**config.mk**
```make
export PLATFORM = sky130hd
export DESIGN_NAME = spi_tgen
export DESIGN_NICKNAME = d
export VERILOG_FILES = /design/src/rtl/spi_tgen_pkg.sv /design/src/rtl/spi_tgen_baud.sv /design/src/rtl/spi_tgen_dly.sv /design/src/rtl/spi_tgen.sv
export SDC_FILE = /design/constraint.sdc
export NUM_CORES = 1
export LEC_CHECK = 0
export BUFFER_PORTS_ARGS = -buffer_cell sky130_fd_sc_hd__buf_2
export CAP_MARGIN = 10
export CORE_MARGIN = 3
export CORE_UTILIZATION = 44
export DETAILED_ROUTE_END_ITERATION = 8
export PLACE_DENSITY = 0.7
export SYNTH_ARGS = -nofsm -noshare
export SYNTH_HDL_FRONTEND = slang
export SYNTH_SLANG_ARGS = --single-unit
```
**constraint.sdc**
```tcl
create_clock -name clk -period 5.1 [get_ports clk]
set_input_delay 1.02 -clock clk [delete_from_list [all_inputs] [get_ports clk]]
set_output_delay 1.02 -clock clk [all_outputs]
set_load 0.02 [all_outputs]
```
**src/rtl/spi_tgen_pkg.sv**
```systemverilog
package spi_tgen_pkg;
   typedef enum logic [2:0] {
      TG_IDLE,
      TG_LEAD,
      TG_CLK,
      TG_TRAIL,
      TG_GAP
   } tg_state_e;

   localparam int TG_ATTR_W   = 24;
   localparam int TG_NDLY     = 3;
   localparam int TG_DLY_LEAD = 0;
   localparam int TG_DLY_AFT  = 1;
   localparam int TG_DLY_GAP  = 2;
   // widest interval: 7 * 2^16 functional clocks
   localparam int TG_MIN_CW   = 19;
endpackage

```
**src/rtl/spi_tgen_baud.sv**
```systemverilog
module spi_tgen_baud #(
   parameter int CNT_W = 19
) (
   input  logic [1:0]       pre_code,
   input  logic [3:0]       scl_code,
   output logic [CNT_W-1:0] half_len
);
   logic [2:0]       pre;
   logic [CNT_W-1:0] half_scl;

   always_comb begin
      case (pre_code)
         2'd0:    pre = 3'd2;
         2'd1:    pre = 3'd3;
         2'd2:    pre = 3'd5;
         default: pre = 3'd7;
      endcase
   end

   // half of the scaler: 1,2,3 then powers of two
   always_comb begin
      if (scl_code < 4'd3)
         half_scl = CNT_W'(scl_code) + CNT_W'(1);
      else
         half_scl = CNT_W'(1) << (scl_code - 4'd1);
   end

   assign half_len = CNT_W'(pre) * half_scl;
endmodule

```
**src/rtl/spi_tgen_dly.sv**
```systemverilog
module spi_tgen_dly #(
   parameter int CNT_W = 19
) (
   input  logic [1:0]       pre_code,
   input  logic [3:0]       scl_code,
   output logic [CNT_W-1:0] len
);
   // prescaler 1,3,5,7 is 2*code+1; scaler is 2^(n+1)
   assign len = CNT_W'({pre_code, 1'b1}) << ({1'b0, scl_code} + 5'd1);
endmodule

```
**src/rtl/spi_tgen.sv**
```systemverilog
module spi_tgen
   import spi_tgen_pkg::*;
#(
   parameter int NB_W  = 6,
   parameter int CNT_W = 19
) (
   input  logic                 clk,
   input  logic                 rst_n,
   input  logic [TG_ATTR_W-1:0] attr,
   input  logic                 cpol,
   input  logic [NB_W-1:0]      nbits,
   input  logic                 start,
   input  logic                 cont,
   output logic                 sck,
   output logic                 cs_active,
   output logic                 lead_stb,
   output logic                 trail_stb,
   output logic                 done,
   output logic                 busy
);
   localparam logic [CNT_W-1:0] CNT_ONE  = CNT_W'(1);
   localparam logic [NB_W:0]    EDGE_ONE = (NB_W+1)'(1);

   if (CNT_W < TG_MIN_CW) begin : g_cnt_chk
      $error("spi_tgen: CNT_W too small for the longest interval");
   end
   if (NB_W < 1) begin : g_nb_chk
      $error("spi_tgen: NB_W must be at least 1");
   end

   logic [CNT_W-1:0] half_live;
   logic [CNT_W-1:0] dly_len [TG_NDLY];

   spi_tgen_baud #(.CNT_W(CNT_W)) u_baud (
      .pre_code (attr[17:16]),
      .scl_code (attr[3:0]),
      .half_len (half_live)
   );

   for (genvar g = 0; g < TG_NDLY; g++) begin : g_dly
      spi_tgen_dly #(.CNT_W(CNT_W)) u_dly (
         .pre_code (attr[23-2*g -: 2]),
         .scl_code (attr[15-4*g -: 4]),
         .len      (dly_len[g])
      );
   end

   tg_state_e        state;
   logic [CNT_W-1:0] cnt;
   logic [NB_W:0]    edges_q;
   logic [CNT_W-1:0] half_q, aft_q, gap_q;
   logic             cont_q, cpol_q;
   logic             sck_q, cs_q, lead_q, trail_q, done_q;

   always_ff @(posedge clk) begin
      if (!rst_n) begin
         state   <= TG_IDLE;
         cnt     <= '0;
         edges_q <= '0;
         half_q  <= '0;
         aft_q   <= '0;
         gap_q   <= '0;
         cont_q  <= 1'b0;
         cpol_q  <= 1'b0;
         sck_q   <= 1'b0;
         cs_q    <= 1'b0;
         lead_q  <= 1'b0;
         trail_q <= 1'b0;
         done_q  <= 1'b0;
      end else begin
         lead_q  <= 1'b0;
         trail_q <= 1'b0;
         done_q  <= 1'b0;
         case (state)
            TG_IDLE: begin
               sck_q <= cpol;
               if (start) begin
                  cpol_q  <= cpol;
                  cont_q  <= cont;
                  half_q  <= half_live;
                  aft_q   <= dly_len[TG_DLY_AFT];
                  gap_q   <= dly_len[TG_DLY_GAP];
                  edges_q <= {nbits, 1'b0};
                  cs_q    <= 1'b1;
                  cnt     <= cs_q ? '0 : dly_len[TG_DLY_LEAD] - CNT_ONE;
                  state   <= TG_LEAD;
               end
            end
            TG_LEAD: begin
               if (cnt == '0) begin
                  sck_q   <= ~sck_q;
                  lead_q  <= 1'b1;
                  edges_q <= edges_q - EDGE_ONE;
                  cnt     <= half_q - CNT_ONE;
                  state   <= TG_CLK;
               end else begin
                  cnt <= cnt - CNT_ONE;
               end
            end
            TG_CLK: begin
               if (cnt == '0) begin
                  sck_q <= ~sck_q;
                  if (sck_q == cpol_q) lead_q <= 1'b1;
                  else                 trail_q <= 1'b1;
                  edges_q <= edges_q - EDGE_ONE;
                  if (edges_q == EDGE_ONE) begin
                     if (cont_q) begin
                        done_q <= 1'b1;
                        state  <= TG_IDLE;
                     end else begin
                        cnt   <= aft_q - CNT_ONE;
                        state <= TG_TRAIL;
                     end
                  end else begin
                     cnt <= half_q - CNT_ONE;
                  end
               end else begin
                  cnt <= cnt - CNT_ONE;
               end
            end
            TG_TRAIL: begin
               if (cnt == '0) begin
                  cs_q  <= 1'b0;
                  cnt   <= gap_q - CNT_ONE;
                  state <= TG_GAP;
               end else begin
                  cnt <= cnt - CNT_ONE;
               end
            end
            TG_GAP: begin
               if (cnt == '0) begin
                  done_q <= 1'b1;
                  state  <= TG_IDLE;
               end else begin
                  cnt <= cnt - CNT_ONE;
               end
            end
            default: state <= TG_IDLE;
         endcase
      end
   end

   assign sck       = sck_q;
   assign cs_active = cs_q;
   assign lead_stb  = lead_q;
   assign trail_stb = trail_q;
   assign done      = done_q;
   assign busy      = (state != TG_IDLE);


   lead_sense_chk: assert property (@(posedge clk) disable iff (!rst_n)
      lead_q |-> (sck_q != cpol_q));

   trail_sense_chk: assert property (@(posedge clk) disable iff (!rst_n)
      trail_q |-> (sck_q == cpol_q));

   strobe_excl_chk: assert property (@(posedge clk) disable iff (!rst_n)
      $onehot0({lead_q, trail_q}));

   nbits_nonzero_chk: assert property (@(posedge clk) disable iff (!rst_n)
      (start && state == TG_IDLE) |-> (nbits != '0));

   cs_rise_chk: assert property (@(posedge clk) disable iff (!rst_n)
      $rose(cs_q) |-> (state == TG_LEAD));

   cs_fall_idle_chk: assert property (@(posedge clk) disable iff (!rst_n)
      $fell(cs_q) |-> (sck_q == cpol_q));

   cs_fall_cont_chk: assert property (@(posedge clk) disable iff (!rst_n)
      $fell(cs_q) |-> !cont_q);

   done_idle_chk: assert property (@(posedge clk) disable iff (!rst_n)
      done_q |-> (state == TG_IDLE));

   hold_cfg_chk: assert property (@(posedge clk) disable iff (!rst_n)
      (state != TG_IDLE) |=> ($stable(half_q) && $stable(cpol_q) && $stable(cont_q)));
endmodule

```
==> results.sh, run 1 <==
export IMPL_status="completed"
export IMPL_cts_tree="yes"
export IMPL_clk_latency_ns=0.36
export IMPL_cts_htree_levels=3
export IMPL_max_freq_mhz=218
export IMPL_startpoint_type="input port"
export IMPL_hold_class="flop to flop"
export IMPL_reg2reg_depth=9
export IMPL_portBuffers=40
export IMPL_ant_nets=0
export IMPL_avgSynthCellArea_um2=7.19
export IMPL_min_delay_start="aft_q[18]$_SDFFE_PN0P_"
export IMPL_whs_path_depth=2
export IMPL_pwr_share_seq=0.348
export IMPL_wire_per_inst_um=15.9
export IMPL_grt_max_degree=45
export IMPL_cts_setup_buffers=0
export IMPL_nets=1271
export IMPL_min_period_ns=4.59
export IMPL_floorplan_rows=50
export IMPL_post_cts_resize_count=0
export IMPL_hold_buffers=0
export IMPL_power_mw=2.39
export IMPL_finalHoldViolCount=0
export IMPL_power_leakage_nw=3.70
export IMPL_yosysWarnings=0
export IMPL_switching_share=0.363
export IMPL_ys_seq_elements=93
export IMPL_rrSetupSlack_ns=1.69
export IMPL_setup_tns_final_ns=0
export IMPL_path_class="input port to flop"
export IMPL_max_cap_viol_count=0
export IMPL_antenna_found_initial=0
export IMPL_multi_input_area_um2=6280
export IMPL_drc=0
export IMPL_syn_inst=1190
export IMPL_syn_nets=1277
export IMPL_async_flop_share=0
export IMPL_n_antenna_cell=0
export IMPL_rsz0062_at_grt="false"
export IMPL_gr_usage_all_layers=0.211
export IMPL_register_area_um2=1860
export IMPL_synthFlopType="dfxtp_1"
export IMPL_drt_initial_drc_count=709
export IMPL_vias=8600
export IMPL_grt_pass1_wl_mm=37.8
export IMPL_synth_edf_count=0
export IMPL_r2r_end="cnt[12]$_SDFFE_PN0P_"
export IMPL_ys_seq_area_frac=0.218
export IMPL_grt_pass1_vias=7667
export IMPL_cts_sinks=93
export IMPL_cts_buffers=9
export IMPL_p_switching_uw=866
export IMPL_syn_area_um2=8560
export IMPL_critPathArrivalTime_ns=4.88
export IMPL_required_ns=5.39
export IMPL_io_pin_count=41
export IMPL_post_drt_via_cell_ratio=5.94
export IMPL_fin_crit_sh=0.899
export IMPL_die_area_um2=21200
export IMPL_area_growth_syn_to_layout_pct=7.89
export IMPL_max_slew_margin_rel=0.417
export IMPL_clock_path_buffers=2
export IMPL_wl_mm=23.1
export IMPL_initial_core_util=0.453
export IMPL_intPower_mw=1.52
export IMPL_drtPass1Iterations=5
export IMPL_clkSlewWorstSetupHoldPaths_ns=0.07
export IMPL_slew_viol_final=0
export IMPL_synth_distinct_cells=77
export IMPL_pwr_share_clk=0.316
export IMPL_comb_power_share=0.335
export IMPL_finalSetupViolCount=0
export IMPL_ir_worst_vdd_mv=0.150
export IMPL_end_kind="flop"
export IMPL_clock_root_buffer="clkbuf_16"
export IMPL_finalWeightedCongestion=0.933
export IMPL_clock_skew_ns=0.0112
export IMPL_min_to="aft_q[18]$_SDFFE_PN0P_"
export IMPL_crit_path_max_fanout=6
export IMPL_worst_pin_slew_ns=0.871
export IMPL_hold_ws_ns=0.481
export IMPL_place_hpwl_mm=17.4
export IMPL_core_um2=18900
export IMPL_fill_cells=1901
export IMPL_die_height_um=145
export IMPL_grt_overflow_total=0
export IMPL_worstReg2RegStart="cnt[0]$_SDFFE_PN0P_"
export IMPL_power_density_nw_per_um2=258
export IMPL_layout_drive_gt1_share=0.0740
export IMPL_die_width_um=145
## sequential cells by signal, indices dropped and copies added, names as in the netlist, 3 cells and up
| name | count |
|---|---|
| aft_q | 19 |
| cnt | 19 |
| gap_q | 19 |
| state | 3 |
| edges_q | 7 |
| half_q | 19 |
## placed cells by master, fill, tap and decap left out, types with 5 or more instances in the layout
cell type  instances
a211oi_1          17
a21o_1             7
a21oi_1           93
a22oi_1           25
a311oi_1           5
a31oi_1           10
a32oi_1            7
and2_1            20
and3_1            13
buf_2             40
buf_4              9
clkbuf_16          9
dfxtp_1           93
fa_1              15
ha_1              37
inv_1             43
mux2_2             5
mux2i_1            6
nand2_1          131
nand2b_1          16
nand3_1           38
nand3b_1           7
nand4_1           10
nor2_1           131
nor2b_1           26
nor3_1            44
nor3b_1           10
nor4_1            22
o211ai_1           6
o21a_1            10
o21ai_0           57
o21ai_1            6
o221ai_1           6
o22ai_1           16
o31ai_1           15
or2_2              6
or3_1             14
or4_1             16
xnor2_1           46
xor2_1            29
## final cells by class
cell class	instances	share of cell area
clock inverters	7	0.0114
clock buffers	9	0.0244
well taps	260	0.0352
flip-flops and latches	93	0.202
repair buffers	49	0.0290
inverters	44	0.0179
multi-input cells	987	0.681
## kinds of logic (layout without fill, tap and decap cells)
kind of cell / after synthesis / count (layout) / share of synthesized area
simple gates: 527 / 527 / 0.309
mux: 12 / 12 / 0.0149
flops: 93 / 93 / 0.218
xor+xnor: 75 / 75 / 0.0767
fa+ha+maj: 52 / 52 / 0.0892
buf+inv: 110 / 109 / 0.0493
compound gates: 321 / 321 / 0.244
## cell usage after synthesis, drive strengths merged (23+ instances only)
master | instances | area (um^2)
nor2b | 26 | 163
clkbuf | 58 | 219
xor2 | 29 | 254
nor2 | 132 | 498
nand3 | 38 | 190
o21ai | 63 | 315
nor4 | 23 | 159
nor3 | 46 | 240
inv | 43 | 161
nand2 | 132 | 495
dfxtp | 93 | 1860
a21oi | 93 | 465
xnor2 | 46 | 403
a22oi | 25 | 188
ha | 37 | 463
## stage by stage
step	utilization	cell area [um^2]	worst slack [ns]	std cells
5_1_grt	0.489	9240	0.251	1449
4_1_cts	0.489	9240	0.592	1449
3_5_place_dp	0.471	8900	0.193	1433
2_1_floorplan	-	8560	0.721	1190
3_3_place_gp	0.471	8900	0.275	1433
6_report	0.489	9240	0.513	1449
## power by group through the flow
| stage | clock network (mW) | logic [mW] | registers [mW] |
|---|---|---|---|
| 5_1_grt | 0.788 | 0.885 | 0.839 |
| 4_1_cts | 0.767 | 0.790 | 0.830 |
| 6_report | 0.755 | 0.800 | 0.832 |
| 3_3_place_gp | 0 | 0.777 | 0.845 |
| 3_5_place_dp | 0 | 0.785 | 0.847 |
| 2_1_floorplan | 0 | 0.618 | 0.829 |
## per-layer routing
metal  part of all wire  global-route usage  up-vias
met1               0.45               0.278     4003
met5                  0                   0        -
met2               0.47               0.351      241
li1                   -                   -     4303
met3              0.054              0.0367       53
met4              0.027              0.0712        0
## critical path, stage by stage
cell and delay [ns]:
buf_2 0.13, ha_1 0.21, or3_1 0.39, and2_1 0.24, a22oi_1 0.29, nor2b_1 0.12, fa_1 0.49, ha_1 0.25
fa_1 0.44, a211oi_1 0.32, or2_2 0.18, a211o_1 0.14, nand3_1 0.14, a41oi_1 0.28, nand4_1 0.12, o211ai_1 0.12
## how the worst max path moves through the flow
stage,depth (start not counted),startpoint,slack [ns],end
floorplan,15,attr[0],0.72,half_q[16]$_SDFFE_PN0P_
global route,16,attr[0],0.25,half_q[18]$_SDFFE_PN0P_
detailed placement,16,attr[0],0.19,half_q[16]$_SDFFE_PN0P_
global placement,16,attr[0],0.27,half_q[16]$_SDFFE_PN0P_
finish,16,attr[0],0.51,half_q[16]$_SDFFE_PN0P_
CTS,16,attr[0],0.59,half_q[16]$_SDFFE_PN0P_
Note: power is estimated with default switching activity, not from simulation.
==> run 2: changes to the inputs <==
BUFFER_PORTS_ARGS = unset   (was -buffer_cell sky130_fd_sc_hd__buf_2)
DONT_BUFFER_PORTS = 1   (was unset)
PLACE_DENSITY = 0.69   (was 0.7)
==> results.sh, run 2 (synthesized netlist as in run 1, its figures left out) <==
export IMPL_clock_path_buffers=2
export IMPL_clkSlewWorstSetupHoldPaths_ns=0.07
export IMPL_r2r_end="cnt[14]$_SDFFE_PN0P_"
export IMPL_place_hpwl_mm=17.6
export IMPL_max_freq_mhz=221
export IMPL_min_to="cpol_q$_SDFFE_PN0P_"
export IMPL_drtPass1Iterations=5
export IMPL_power_leakage_nw=3.50
export IMPL_intPower_mw=1.41
export IMPL_cts_setup_buffers=0
export IMPL_cts_htree_levels=3
export IMPL_drt_initial_drc_count=643
export IMPL_io_pin_count=41
export IMPL_max_cap_viol_count=0
export IMPL_post_drt_via_cell_ratio=5.93
export IMPL_startpoint_type="input port"
export IMPL_pwr_share_clk=0.288
export IMPL_ir_worst_vdd_mv=0.156
export IMPL_worstReg2RegStart="cnt[0]$_SDFFE_PN0P_"
export IMPL_worst_pin_slew_ns=0.884
export IMPL_status="completed"
export IMPL_floorplan_rows=50
export IMPL_grt_pass1_vias=7742
export IMPL_n_antenna_cell=0
export IMPL_ant_nets=0
export IMPL_layout_setup_ws_ns=0.580
export IMPL_crit_path_max_fanout=6
export IMPL_antenna_found_initial=0
export IMPL_switching_share=0.371
export IMPL_cts_tree="yes"
export IMPL_initial_core_util=0.453
export IMPL_wire_per_inst_um=16.5
export IMPL_gr_usage_all_layers=0.215
export IMPL_critPathArrivalTime_ns=4.79
export IMPL_slew_viol_final=0
export IMPL_die_area_um2=21200
export IMPL_finalSetupViolCount=0
export IMPL_path_class="input port to flop"
export IMPL_min_period_ns=4.52
export IMPL_vias=8353
export IMPL_hold_class="flop to flop"
export IMPL_grt_max_degree=37
export IMPL_reg2reg_depth=9
export IMPL_drc=0
export IMPL_portBuffers=0
export IMPL_fin_crit_sh=0.886
export IMPL_nets=1230
export IMPL_wl_mm=23.2
export IMPL_pwr_share_seq=0.372
export IMPL_dpl_cell_count=1392
export IMPL_min_delay_start="cpol_q$_SDFFE_PN0P_"
export IMPL_whs_path_depth=2
export IMPL_core_um2=18900
export IMPL_die_height_um=145
export IMPL_clock_skew_ns=0.00775
export IMPL_rrSetupSlack_ns=1.69
export IMPL_comb_power_share=0.340
export IMPL_hold_buffers=0
export IMPL_clock_root_buffer="clkbuf_16"
export IMPL_required_ns=5.37
export IMPL_clk_latency_ns=0.35
export IMPL_finalHoldViolCount=0
export IMPL_grt_overflow_total=0
export IMPL_power_density_nw_per_um2=250
export IMPL_grt_pass1_wl_mm=38.9
export IMPL_final_cells=1408
export IMPL_max_slew_margin_rel=0.395
export IMPL_rsz0062_at_grt="false"
export IMPL_cts_sinks=93
export IMPL_most_common_layout_cells="nor2_1 (131), nand2_1 (131), a21oi_1 (93), dfxtp_1 (93), o21ai_0 (57)"
export IMPL_die_width_um=145
export IMPL_area_growth_syn_to_layout_pct=4.85
export IMPL_end_kind="flop"
export IMPL_finalWeightedCongestion=0.956
export IMPL_layout_drive_gt1_share=0.0392
export IMPL_setup_tns_final_ns=0
export IMPL_fill_cells=1927
export IMPL_p_switching_uw=832
export IMPL_cts_buffers=9
export IMPL_place_ws_ns=0.247
export IMPL_post_cts_resize_count=0
## run 2: cell types whose count changed in the layout (fill, tap and decap cells not counted)
| cell | previous run | this run |
|---|---|---|
| buf_2 | 40 | 0 |
| buf_4 | 9 | 8 |
| bufinv_16 | 2 | 0 |
| clkbuf_1 | 0 | 2 |
## run 2: final cells by class
cell class / instances / area, um^2 / area share
Timing Repair Buffer: 8 / 60.1 / 0.00669
Sequential cell: 93 / 1860 / 0.207
Tap cell: 260 / 325 / 0.0362
Multi-Input combinational cell: 987 / 6280 / 0.700
Clock buffer: 11 / 233 / 0.0259
Clock inverter: 5 / 45.0 / 0.00502
Inverter: 44 / 165 / 0.0184
## run 2: worst max-delay path by stage
| stage | startpoint | end | slack [ns] | cells after the start |
|---|---|---|---|---|
| global placement | attr[0] | half_q[16]$_SDFFE_PN0P_ | 0.42 | 15 |
| detailed placement | attr[0] | half_q[16]$_SDFFE_PN0P_ | 0.25 | 15 |
| CTS | attr[0] | half_q[16]$_SDFFE_PN0P_ | 0.61 | 15 |
| finish | attr[0] | half_q[16]$_SDFFE_PN0P_ | 0.58 | 15 |
| floorplan | attr[0] | half_q[16]$_SDFFE_PN0P_ | 0.72 | 15 |
| global route | attr[0] | half_q[16]$_SDFFE_PN0P_ | 0.30 | 15 |
## run 2: power groups by stage
stage | sequential, mW | clock (mW) | combinational [mW]
final | 0.835 | 0.645 | 0.764
after global routing | 0.843 | 0.678 | 0.855
after CTS | 0.833 | 0.650 | 0.756
after detailed placement | 0.850 | 0 | 0.752
after global placement | 0.848 | 0 | 0.745
after floorplan | 0.829 | 0 | 0.618
## run 2: routing by layer
layer	up-vias	part of all wire	global-route usage
met2	218	0.47	0.366
met4	0	0.020	0.0584
met3	32	0.047	0.0277
li1	4212	-	-
met1	3891	0.46	0.288
met5	-	0	0
## run 2: worst max-delay path, stage by stage
cell and delay [ns]:
ha_1 0.18, or3_1 0.39, and2_1 0.25, a22oi_1 0.31, nor2b_1 0.13, fa_1 0.51, ha_1 0.25, fa_1 0.43
a211oi_1 0.33, or2_2 0.18, a211o_1 0.13, nand3_1 0.13, a41oi_1 0.30, nand4_1 0.13, o211ai_1 0.11
## run 2: metrics by stage
| step | hold WS, ns | area (um^2) | utilization | total power [mW] |
|---|---|---|---|---|
| 6_report | 0.482 | 8970 | 0.475 | 2.24 |
| 5_1_grt | 0.490 | 8970 | 0.475 | 2.38 |
| 4_1_cts | 0.484 | 8970 | 0.475 | 2.24 |
| 3_5_place_dp | 0.474 | 8700 | 0.460 | 1.60 |
| 3_3_place_gp | 0.465 | 8700 | 0.460 | 1.59 |
| 2_1_floorplan | 0.439 | 8560 | - | 1.45 |
==> run 3: changes to the inputs <==
PLACE_DENSITY = 0.71   (was 0.69)
clock period = 3.7 ns   (was 5.1 ns; I/O delays follow)
==> results.sh, run 3 (synthesized netlist as in run 1, its figures left out) <==
export IMPL_floorplan_rows=50
export IMPL_fin_crit_sh=0.961
export IMPL_clkSlewWorstSetupHoldPaths_ns=0.07
export IMPL_core_um2=18900
export IMPL_die_height_um=145
export IMPL_wl_mm=23.7
export IMPL_max_freq_mhz=281
export IMPL_final_common_cell="nand2_1"
export IMPL_drtPass1Iterations=5
export IMPL_fill_cells=1917
export IMPL_io_pin_count=41
export IMPL_postLayoutCoreUtil=0.508
export IMPL_finalHoldViolCount=0
export IMPL_power_mw=3.22
export IMPL_nets=1287
export IMPL_layout_drive_gt1_share=0.110
export IMPL_hold_class="flop to flop"
export IMPL_whs_path_depth=2
export IMPL_clk_latency_ns=0.35
export IMPL_power_leakage_nw=3.84
export IMPL_antenna_found_initial=0
export IMPL_cts_buffers=9
export IMPL_end_kind="flop"
export IMPL_gr_usage_all_layers=0.216
export IMPL_ir_worst_vdd_mv=0.233
export IMPL_wire_per_inst_um=16.2
export IMPL_slowest_stage="fa_1"
export IMPL_cp_slowest_stage_delay_ns=0.39
export IMPL_clock_path_buffers=2
export IMPL_placed_area_um2=9230
export IMPL_finalWeightedCongestion=0.979
export IMPL_min_delay_start="cpol_q$_SDFFE_PN0P_"
export IMPL_multi_input_area_um2=6450
export IMPL_path_class="input port to flop"
export IMPL_n_antenna_cell=0
export IMPL_power_density_nw_per_um2=335
export IMPL_cts_tree="yes"
export IMPL_slew_viol_final=0
export IMPL_most_common_layout_cells="nand2_1 (131), nor2_1 (128), dfxtp_1 (93)"
export IMPL_max_cap_viol_count=0
export IMPL_worst_pin_slew_ns=0.885
export IMPL_reg2reg_depth=10
export IMPL_layout_setup_ws_ns=0.144
export IMPL_status="completed"
export IMPL_place_ws_ns=-0.311
export IMPL_max_slew_margin_rel=0.409
export IMPL_ant_nets=0
export IMPL_grt_pass1_vias=8033
export IMPL_initial_core_util=0.453
export IMPL_r2r_end="cnt[11]$_SDFFE_PN0P_"
export IMPL_grt_overflow_total=0
export IMPL_place_hpwl_mm=17.9
export IMPL_worstReg2RegStart="cnt[0]$_SDFFE_PN0P_"
export IMPL_critPathArrivalTime_ns=3.75
export IMPL_register_area_um2=1860
export IMPL_rsz0062_at_grt="true"
export IMPL_clock_skew_ns=0.00459
export IMPL_area_growth_syn_to_layout_pct=12.2
export IMPL_path_cells="ha_4 -> or3_4 -> and2_4 -> a22oi_2 -> nand2b_4 -> fa_1 -> inv_2 -> ha_1 -> a211oi_2 -> o21a_1 -> nor3_2 -> nor3_2 -> buf_4 -> nor3_1 -> o21ai_0 -> a21oi_1"
export IMPL_vias=8691
export IMPL_grt_pass1_wl_mm=39.1
export IMPL_rrSetupSlack_ns=0.58
export IMPL_startpoint_type="input port"
export IMPL_post_drt_via_cell_ratio=5.93
export IMPL_required_ns=3.89
export IMPL_die_width_um=145
export IMPL_crit_path_max_fanout=5
export IMPL_dpl_cell_count=1448
export IMPL_portBuffers=0
export IMPL_die_area_um2=21200
export IMPL_min_period_ns=3.56
export IMPL_min_to="cpol_q$_SDFFE_PN0P_"
export IMPL_cp_common_cell="nor3_2"
export IMPL_final_cells=1465
export IMPL_finalInstanceArea_um2=9600
export IMPL_cts_htree_levels=3
export IMPL_finalSetupViolCount=0
export IMPL_clock_root_buffer="clkbuf_16"
export IMPL_cts_sinks=93
export IMPL_drc=0
export IMPL_grt_max_degree=52
export IMPL_drt_initial_drc_count=613
run 3: cell types whose count changed in the layout (fill, tap and decap cells not counted), moves of 3 or more:
cell     change
nor2b_1      -3
ha_1         -3
buf_4       +56
nor2_1       -3
run 3: how the worst max path moves through the flow:
stage	from	to	slack [ns]	depth (start not counted)
after floorplan	attr[0]	half_q[18]$_SDFFE_PN0P_	-0.08	15
after global placement	attr[1]	half_q[17]$_SDFFE_PN0P_	-0.24	16
after detailed placement	attr[1]	half_q[17]$_SDFFE_PN0P_	-0.31	16
after CTS	attr[1]	half_q[17]$_SDFFE_PN0P_	0.04	16
after global routing	attr[0]	half_q[16]$_SDFFE_PN0P_	-0.01	15
final	attr[0]	half_q[13]$_SDFFE_PN0P_	0.14	16
run 3: layer usage:
layer | up-vias | global-route usage | part of all wire
li1 | 4338 | - | -
met1 | 4058 | 0.277 | 0.44
met2 | 240 | 0.361 | 0.47
met3 | 55 | 0.0339 | 0.051
met4 | 0 | 0.0897 | 0.034
met5 | - | 0 | 0
run 3: what timing repair did:
action,in CTS,in global routing
setup buffers,0,1
setup endpoints to repair,0,11
resized for setup,0,17
hold buffers,0,0
run 3: layout make-up:
| cell class | count | area share |
|---|---|---|
| Inverter | 44 | 0.0176 |
| Sequential cell | 93 | 0.194 |
| Multi-Input combinational cell | 987 | 0.671 |
| Timing Repair Buffer | 65 | 0.0521 |
| Clock buffer | 10 | 0.0238 |
| Clock inverter | 6 | 0.00743 |
| Tap cell | 260 | 0.0339 |
run 3: critical path: cells and delay by family:
family	cells	cell delay (ns)
AO/OA/AOI/OAI	5	0.93
adder cells (fa/ha/maj)	3	0.78
buffers and inverters	2	0.23
AND/OR/NAND/NOR	6	1.08
run 3: stage by stage:
step	hold WS [ns]	setup TNS (ns)
after floorplan	0.439	-0.268
after global placement	0.463	-1.43
after detailed placement	0.464	-2.22
after CTS	0.474	0
after global routing	0.509	-0.0158
final	0.472	0
run 3: power by group:
part           leakage [nW]  total (mW)  internal (mW)  switching [mW]
Sequential            0.758        1.15           1.06          0.0862
Combinational          2.94        1.12          0.465           0.655
Clock                 0.145       0.945          0.531           0.413
Total                  3.84        3.22           2.06            1.15
